[src/rtl/sinkport_pkg.sv]
package sinkport_pkg;
  typedef enum logic [1:0] {
    SEL_LEVEL = 2'd0,
    SEL_ARM   = 2'd1,
    SEL_POL   = 2'd2,
    SEL_SINK  = 2'd3
  } regSel_e;

  // load strobes from control to datapath
  typedef struct packed {
    logic ldLevel;
    logic ldArm;
    logic ldPol;
    logic ldSink;
  } strobe_t;
endpackage

[src/rtl/sinkport_ctrl.sv]
module sinkport_ctrl
  import sinkport_pkg::*;
#(
  parameter int PINS = 8
) (
  input  logic            clk,
  input  logic            rstN,
  input  logic            regWe,
  input  logic [1:0]      regSel,
  input  logic [PINS-1:0] padIn,
  input  logic [PINS-1:0] armBits,
  input  logic [PINS-1:0] polBits,
  input  logic            globalEn,
  output strobe_t         stb,
  output logic            irq
);
  logic [PINS-1:0] syncA, syncB, lastB;
  logic [PINS-1:0] riseHit, fallHit, pinHit;

  always_comb begin
    stb.ldLevel = regWe && (regSel == SEL_LEVEL);
    stb.ldArm   = regWe && (regSel == SEL_ARM);
    stb.ldPol   = regWe && (regSel == SEL_POL);
    stb.ldSink  = regWe && (regSel == SEL_SINK);
  end

  // two-stage synchronizer plus one history stage; idle level is high
  always_ff @(posedge clk or negedge rstN) begin
    if (!rstN) begin
      syncA <= '1;
      syncB <= '1;
      lastB <= '1;
    end else begin
      syncA <= padIn;
      syncB <= syncA;
      lastB <= syncB;
    end
  end

  assign riseHit = syncB & ~lastB;
  assign fallHit = ~syncB & lastB;
  assign pinHit  = armBits & ((polBits & riseHit) | (~polBits & fallHit));

  always_ff @(posedge clk or negedge rstN) begin
    if (!rstN) irq <= 1'b0;
    else       irq <= globalEn && (|pinHit);
  end
endmodule

[src/rtl/sinkport_dp.sv]
module sinkport_dp
  import sinkport_pkg::*;
#(
  parameter int PINS   = 8,
  parameter int CODE_W = 4,
  localparam int IDX_W = (PINS > 1) ? $clog2(PINS) : 1
) (
  input  logic                   clk,
  input  logic                   rstN,
  input  strobe_t                stb,
  input  logic [IDX_W-1:0]       regPin,
  input  logic [PINS-1:0]        regWdata,
  output logic [PINS-1:0]        levelBits,
  output logic [PINS-1:0]        armBits,
  output logic [PINS-1:0]        polBits,
  output logic [PINS*CODE_W-1:0] sinkCode
);
  always_ff @(posedge clk or negedge rstN) begin
    if (!rstN) begin
      levelBits <= '1;
      armBits   <= '0;
      polBits   <= '0;
    end else begin
      if (stb.ldLevel) levelBits <= regWdata;
      if (stb.ldArm)   armBits   <= regWdata;
      if (stb.ldPol)   polBits   <= regWdata;
    end
  end

  for (genvar g = 0; g < PINS; g++) begin : gPin
    logic [CODE_W-1:0] strength;
    always_ff @(posedge clk or negedge rstN) begin
      if (!rstN) strength <= '0;
      else if (stb.ldSink && (regPin == IDX_W'(g)))
        strength <= regWdata[CODE_W-1:0];
    end
    // a pulled-up pin never sinks
    assign sinkCode[g*CODE_W +: CODE_W] = levelBits[g] ? '0 : strength;
  end
endmodule

[src/rtl/sinkport_top.sv]
module sinkport_top
  import sinkport_pkg::*;
#(
  parameter int PINS   = 8,
  parameter int CODE_W = 4,
  localparam int IDX_W = (PINS > 1) ? $clog2(PINS) : 1
) (
  input  logic                   clk,
  input  logic                   rstN,
  input  logic                   regWe,
  input  logic [1:0]             regSel,
  input  logic [IDX_W-1:0]       regPin,
  input  logic [PINS-1:0]        regWdata,
  input  logic [PINS-1:0]        padIn,
  input  logic                   dacGlobalEn,
  output logic [PINS-1:0]        pullUpEn,
  output logic [PINS*CODE_W-1:0] sinkCode,
  output logic                   dacIrq
);
  strobe_t         stb;
  logic [PINS-1:0] levelBits, armBits, polBits;

  sinkport_ctrl #(.PINS(PINS)) uCtrl (
    .clk(clk), .rstN(rstN), .regWe(regWe), .regSel(regSel),
    .padIn(padIn), .armBits(armBits), .polBits(polBits),
    .globalEn(dacGlobalEn), .stb(stb), .irq(dacIrq)
  );

  sinkport_dp #(.PINS(PINS), .CODE_W(CODE_W)) uDp (
    .clk(clk), .rstN(rstN), .stb(stb), .regPin(regPin),
    .regWdata(regWdata), .levelBits(levelBits), .armBits(armBits),
    .polBits(polBits), .sinkCode(sinkCode)
  );

  assign pullUpEn = levelBits;
endmodule

[config.mk]
export PLATFORM = sky130hd
export DESIGN_NAME = sinkport_top
export DESIGN_NICKNAME = d
export VERILOG_FILES = /design/src/rtl/sinkport_pkg.sv /design/src/rtl/sinkport_ctrl.sv /design/src/rtl/sinkport_dp.sv /design/src/rtl/sinkport_top.sv
export SDC_FILE = /design/constraint.sdc
export NUM_CORES = 1
export LEC_CHECK = 0
export ABC_AREA = 1
export BUFFER_PORTS_ARGS = -buffer_cell sky130_fd_sc_hd__buf_2
export CAP_MARGIN = 20
export CORE_UTILIZATION = 35
export CTS_CLUSTER_DIAMETER = 100
export CTS_CLUSTER_SIZE = 40
export DETAILED_ROUTE_END_ITERATION = 10
export GPL_ROUTABILITY_DRIVEN = 1
export HOLD_SLACK_MARGIN = 0.03
export PLACE_DENSITY = 0.62
export SLEW_MARGIN = 20
export SYNTH_ARGS = -nofsm -noshare
export SYNTH_HDL_FRONTEND = slang
export SYNTH_SLANG_ARGS = --single-unit
[constraint.sdc]
create_clock -name clk -period 1.3 [get_ports clk]
set_input_delay 0.26 -clock clk [delete_from_list [all_inputs] [get_ports clk]]
set_output_delay 0.26 -clock clk [all_outputs]
set_load 0.005 [all_outputs]
# [Word level (Yosys, flattened, before mapping)]
# Cells that the tools add are included.
[totals] register_bits=81 latchBits=0 mem_bits_rw=0 romBits=0 input_bits=25 output_inout_bits=41 elab_cells=58 memories=0
[classes] n_addsub=0 n_mul=0 div_mod_pow=0 n_lt_le_gt_ge=0 eq_ne=10 shift=0 n_mux=8 n_bitwise=9 n_reduce_logical=16
[op_table] cell="bitwise AND 8 bit" n=5
[op_table] cell="2-to-1 mux 4 bit" n=8
[op_table] cell="NOT 8 bit" n=3
[op_table] cell="logical AND 1 bit" n=13
[op_table] cell="equality test 3 bit, second input constant" n=4
[op_table] cell="bitwise OR 8 bit" n=1
[op_table] cell="OR reduction 8 bit" n=1
[op_table] cell="equality test 3 x 2 -> 1 bit, second input constant" n=2
[op_table] cell="equality test 2 bit, second input constant" n=2
[op_table] cell="equality test 3 x 1 -> 1 bit, second input constant" n=1
[op_table] cell="zero test 3 bit" n=1
[op_table] cell="equality test 2 x 1 -> 1 bit, second input constant" n=1
[op_table] cell="zero test 2 bit" n=1

# [Longest topological paths before layout]
[depth] depth_word=7 depth_mapped=7 ltp_nobuf=7

# [By module]
# From an unflattened synthesis, not the netlist that was laid out.
[hier_totals] cells_unflattened=411 hier_area_um2=3423.3
[by_module_without_submodules] module="sinkport_dp" instances=1 cells_each=323 area_each_um2=2496.1 seq_area_each_um2=1411.4
[by_module_without_submodules] module="sinkport_ctrl" instances=1 cells_each=88 area_each_um2=927.1 seq_area_each_um2=655.6

# [Worst setup path after synthesis]
# No wires, ideal clock.
[synth_timing] path_kind="register to register" from="register uCtrl.syncB[1]" to="register uCtrl.irq" setup_ns=0.077 arrival_time_ns=0.933 required_time_ns=1.223 slack_ns=0.289 stages_incl_launch_ff=7 n_path_buf=0 synth_period_minus_slack_ns=1.011 cell_sequence="dfstp_2 > inv_1 > o21ai_0 > nand3_1 > nand2_1 > nor2_1 > a21oi_1"
[synth_between] elab_chain_cells=7 word_cells_on_any_way=9 classes_between="7 x bitwise; 2 x reduce/logical"
[synth_rtl] item="start, declared" line_no="sinkport_ctrl.sv:17" rtl="logic [PINS-1:0] syncA, syncB, lastB;"
[synth_rtl] item="start signal, assigned" line_no="sinkport_ctrl.sv:35" rtl="syncB <= syncA;"
[synth_rtl] item="NOT 8 bit" line_no="sinkport_ctrl.sv:41" rtl="assign fallHit = ~syncB & lastB;"
[synth_rtl] item="bitwise AND 8 bit" line_no="sinkport_ctrl.sv:41"
[synth_rtl] item="bitwise AND 8 bit" line_no="sinkport_ctrl.sv:42" rtl="assign pinHit = armBits & ((polBits & riseHit) | (~polBits & fallHit));"
[synth_rtl] item="bitwise OR 8 bit *" line_no="sinkport_ctrl.sv:42"
[synth_rtl] item="bitwise AND 8 bit *" line_no="sinkport_ctrl.sv:42"
[synth_rtl] item="OR reduction 8 bit *" line_no="sinkport_ctrl.sv:46" rtl="else irq <= globalEn && (|pinHit);"
[synth_rtl] item="logical AND 1 bit *" line_no="sinkport_ctrl.sv:46"
[synth_rtl] item="end signal, assigned" line_no="sinkport_ctrl.sv:46"
[synth_rtl] item="end, declared" line_no="sinkport_ctrl.sv:15" rtl="output logic irq"
# Mark *: on every way between the ends. The rest lies on a longest branch, timed or not.
# A chain may end at the register's enable or synchronous reset.

# [Worst setup path after layout]
[layout_timing] from="register uDp.levelBits[4]" to="output sinkCode[17]"
[layout_between] elab_chain_cells=1
[layout_rtl] item="start, declared" line_no="sinkport_dp.sv:13" rtl="output logic [PINS-1:0] levelBits,"
[layout_rtl] item="start signal, assigned" line_no="sinkport_dp.sv:24" rtl="if (stb.ldLevel) levelBits <= regWdata;"
[layout_rtl] item="2-to-1 mux 4 bit" line_no="sinkport_dp.sv:38" rtl="assign sinkCode[g*CODE_W +: CODE_W] = levelBits[g] ? '0 : strength;"
[layout_rtl] item="end, declared" line_no="sinkport_top.sv:17" rtl="output logic [PINS*CODE_W-1:0] sinkCode,"
# Every way passes these cells.

==> run_results.csv <==
group,metric,value,unit
floorplan,core-area,8890,µm²
critical_path,cp-end-kind,"primary output",
floorplan,rows,34,
routing,postRouteWirelength,6.71,mm
pwr,p_comb_share,17.6,%
logic_synthesis,synth_area_per_cell,9.49,µm²
logic_synthesis,synthCells,344,
global_route,grt_use_total,15.1,%
placed_design,numPortBuffers,65,
pwr,power.internal,4.41,mW
critical_path,cp.required,1.04,ns
critical_path,rrSetupSlack,0.19,ns
floorplan,start_util,36.7,%
logic_synthesis,syn_nets,369,
pwr,powerDensity,1480,nW/µm²
routing,ant_nets,0,
sta,tightest_slew,0.301,ns
critical_path,slowest_delay,0.61,ns
global_route,antenna_found_initial,0,
layout,layout-drive-gt1-share,32.7,%
layout,antennaDiodeCount,0,
sta,finClkSkew,0.00583,ns
worst_hold_path,min_delay_path_depth,3,
clock_network,clk_latency,0.35,ns
clock_network,cts.path.max_buffers,2,
pwr,switching_share,28.2,%
sta,setup_violations,40,
floorplan,dieArea,9720,µm²
logic_synthesis,synth_ff_type,"dfrtp_1",
logic_synthesis,synth_area_leader_cell,"dfrtp_1",
sta,timing.final.ws_setup,-0.0975,ns
sta,min_period,1.40,ns
critical_path,worst_setup_path_start_kind,"flop",
logic_synthesis,synth_top_area_share,37.6,%
critical_path,cp_slowest_cell,"dfstp_2",
critical_path,worstPathMaxFanout,6,
logic_synthesis,synth_edf_count,0,
layout,layout.nets,460,
global_route,grt_max_degree,34,
run_status,failed_checks,"setup timing",
routing,drc,0,
worst_hold_path,worstHoldEndpoint,"uCtrl.irq$_DFF_PN0_",
pwr,ir_worst_vdd,0.665,mV
pwr,p_leak,2.07,nW
clock_network,clk_pin_slew_worst_paths,0.08,ns
logic_synthesis,synth_most_common_cell,"nand2_1",
routing,routed_via_density,4.48,
worst_hold_path,hp-class,"in2reg",
logic_synthesis,ys_seq_area_share,63.3,%
pwr,p_clk_share,30.5,%
logic_synthesis,ys_async_sr_fraction,100,%
pwr,power,6.13,mW
logic_synthesis,ys_ff_latch,81,
pwr,p_sw,1.73,mW
critical_path,worstRegToRegCells,7,
logic_synthesis,ys_top_cells_by_area,"dfrtp_1 (38%), dfstp_2 (26%), nand2_1 (9.5%)",
placed_design,pre_cts_ws,0.0933,ns
critical_path,crit_chain,"nor2_1 > buf_2",
run_status,status,"complete, but fails checks",
critical_path,critPathArrivalTime,1.14,ns
sta,slew_viol_final,0,
routing,first_iter_violations,157,
layout,area_growth,26.6,%
critical_path,r2r-end,"uCtrl.irq$_DFF_PN0_",
floorplan,die_h,98.6,µm
critical_path,cp_top_family,"flip-flops",
sta,rsz0062_at_grt,"true",
routing,wire_per_inst,12.2,µm
critical_path,path_buf_inv,1,
clock_network,cts_buffers,9,
sta,slew_headroom,79.9,%
layout,multi_input_area,987,µm²
global_route,grt_pass1_wl,11.3,mm
clock_network,cts_tree,"done",
floorplan,fp.dieW,98.6,µm
critical_path,worstReg2RegStart,"uCtrl.lastB[6]$_DFF_PN1_",
logic_synthesis,yosysUniqueCellTypes,18,
routing,vias,2454,
clock_network,cts-root-buf,"clkbuf_8",
sta,fmax,716,MHz
layout,area.sequential,2070,µm²
global_route,overflow,0,
global_route,grt_pass1_vias,2374,
sta,period_share,107,%
pwr,p_seq_share,51.9,%
logic_synthesis,synthesis.area,3260,µm²
logic_synthesis,yosys_warnings,0,
critical_path,worstSetupPathType,"reg2out",
job,max_cap_violations,0,
clock_network,cts_sinks,81,
placed_design,place_congestion,0.772,
worst_hold_path,hold_start,"dacGlobalEn",
clock_network,htreeDepth,3,
logic_synthesis,synth_common_cells,"nand2_1 (83), inv_1 (56), o21ai_0 (54), dfrtp_1 (49), nor2_1 (36)",
floorplan,io_pins,66,
routing,dr.pass1.iters,6,
layout,nFillCells,830,
sta,hold_viol_final,0,
placed_design,dpl.hpwl,4.84,mm
sta,fin_setup_tns,-2.50,ns
-- sequential cells by signal, summed over array words and instances, names as in the netlist --
register,cells
uDp.gPin.strength,32
uCtrl.lastB,8
uCtrl.syncA,8
uCtrl.syncB,8
uDp.armBits,8
uDp.levelBits,8
uDp.polBits,8
uCtrl.irq,1
-- timing repair --
item                                    CTS  global route
hold endpoints to repair                 20             0
resized for setup                         2             9
setup buffers                             1             1
hold buffers                              9             0
pin swaps                                32             0
endpoints found under the setup margin   40            40
-- how the worst max path moves through the flow --
stage	endpoint	slack, ns	cells after the start	startpoint
after floorplan	uCtrl.irq$_DFF_PN0_	0.29	6	uCtrl.syncB[1]$_DFF_PN1_
after global placement	uDp.gPin[0].strength[0]$_DFFE_PN0P_	0.11	5	regPin[0]
after detailed placement	uDp.gPin[3].strength[0]$_DFFE_PN0P_	0.09	6	regWe
after CTS	sinkCode[17]	-0.12	2	uDp.levelBits[4]$_DFFE_PN1P_
after global routing	sinkCode[16]	-0.15	2	uDp.levelBits[4]$_DFFE_PN1P_
final	sinkCode[17]	-0.1	2	uDp.levelBits[4]$_DFFE_PN1P_
-- final cells by class --
| type | count | share of cell area [%] |
|---|---|---|
| clock buffer | 10 | 3.33 |
| clock inverter | 6 | 1.60 |
| inverter | 58 | 5.27 |
| multi-input combinational | 202 | 23.9 |
| sequential | 81 | 50.0 |
| tap | 108 | 3.27 |
| timing repair buffer | 83 | 12.7 |
-- tightest hold or removal path, cell delays in order --
cell and delay, ns:
buf_2 0.10, inv_1 0.04, a21oi_1 0.03
-- through the flow --
| step | util, % | hold WS (ns) | area (µm²) | cells |
|---|---|---|---|---|
| floorplan | - | -0.0356 | 3260 | 344 |
| global placement | 42.6 | 0.171 | 3790 | 521 |
| detailed placement | 42.6 | 0.174 | 3790 | 521 |
| CTS | 46.1 | 0.104 | 4100 | 547 |
| global route | 46.5 | 0.115 | 4130 | 548 |
| finish | 46.5 | 0.114 | 4130 | 548 |
-- placed cells by master (no fill, tap or decap), types with 8 or more instances in the layout --
master | synthesis | final
buf_4 | 0 | 8
nor2_1 | 36 | 27
nor2_2 | 1 | 10
dlygate4sd3_1 | 0 | 9
nand3_1 | 9 | 9
dfrtp_1 | 49 | 49
nand2_1 | 83 | 83
dfstp_2 | 32 | 32
o21ai_0 | 54 | 54
buf_2 | 3 | 62
inv_1 | 56 | 56
clkbuf_8 | 0 | 10
-- power groups by stage --
stage,Sequential (mW),Clock [mW],Combinational (mW)
6_report,3.18,1.87,1.08
5_1_grt,3.24,2.03,1.24
4_1_cts,3.18,1.92,1.07
3_5_place_dp,3.22,0,1.03
3_3_place_gp,3.21,0,1.00
2_1_floorplan,3.16,0,0.542
-- cells by family after synthesis --
group                  share of synthesized area [%]
and+or+nand+nor                                 19.6
DFF                                             63.3
AOI/OAI and AO/OA                               9.97
buffers and inverters                           7.13
-- per-layer routing --
layer	track usage [%]	up-vias	wire, µm
li1	-	1246	-
met1	20.3	1127	3340
met2	23.5	72	2900
met3	4.04	9	360
met4	5.86	0	98
met5	0	-	0
Note: power is estimated with default switching activity, not from simulation.
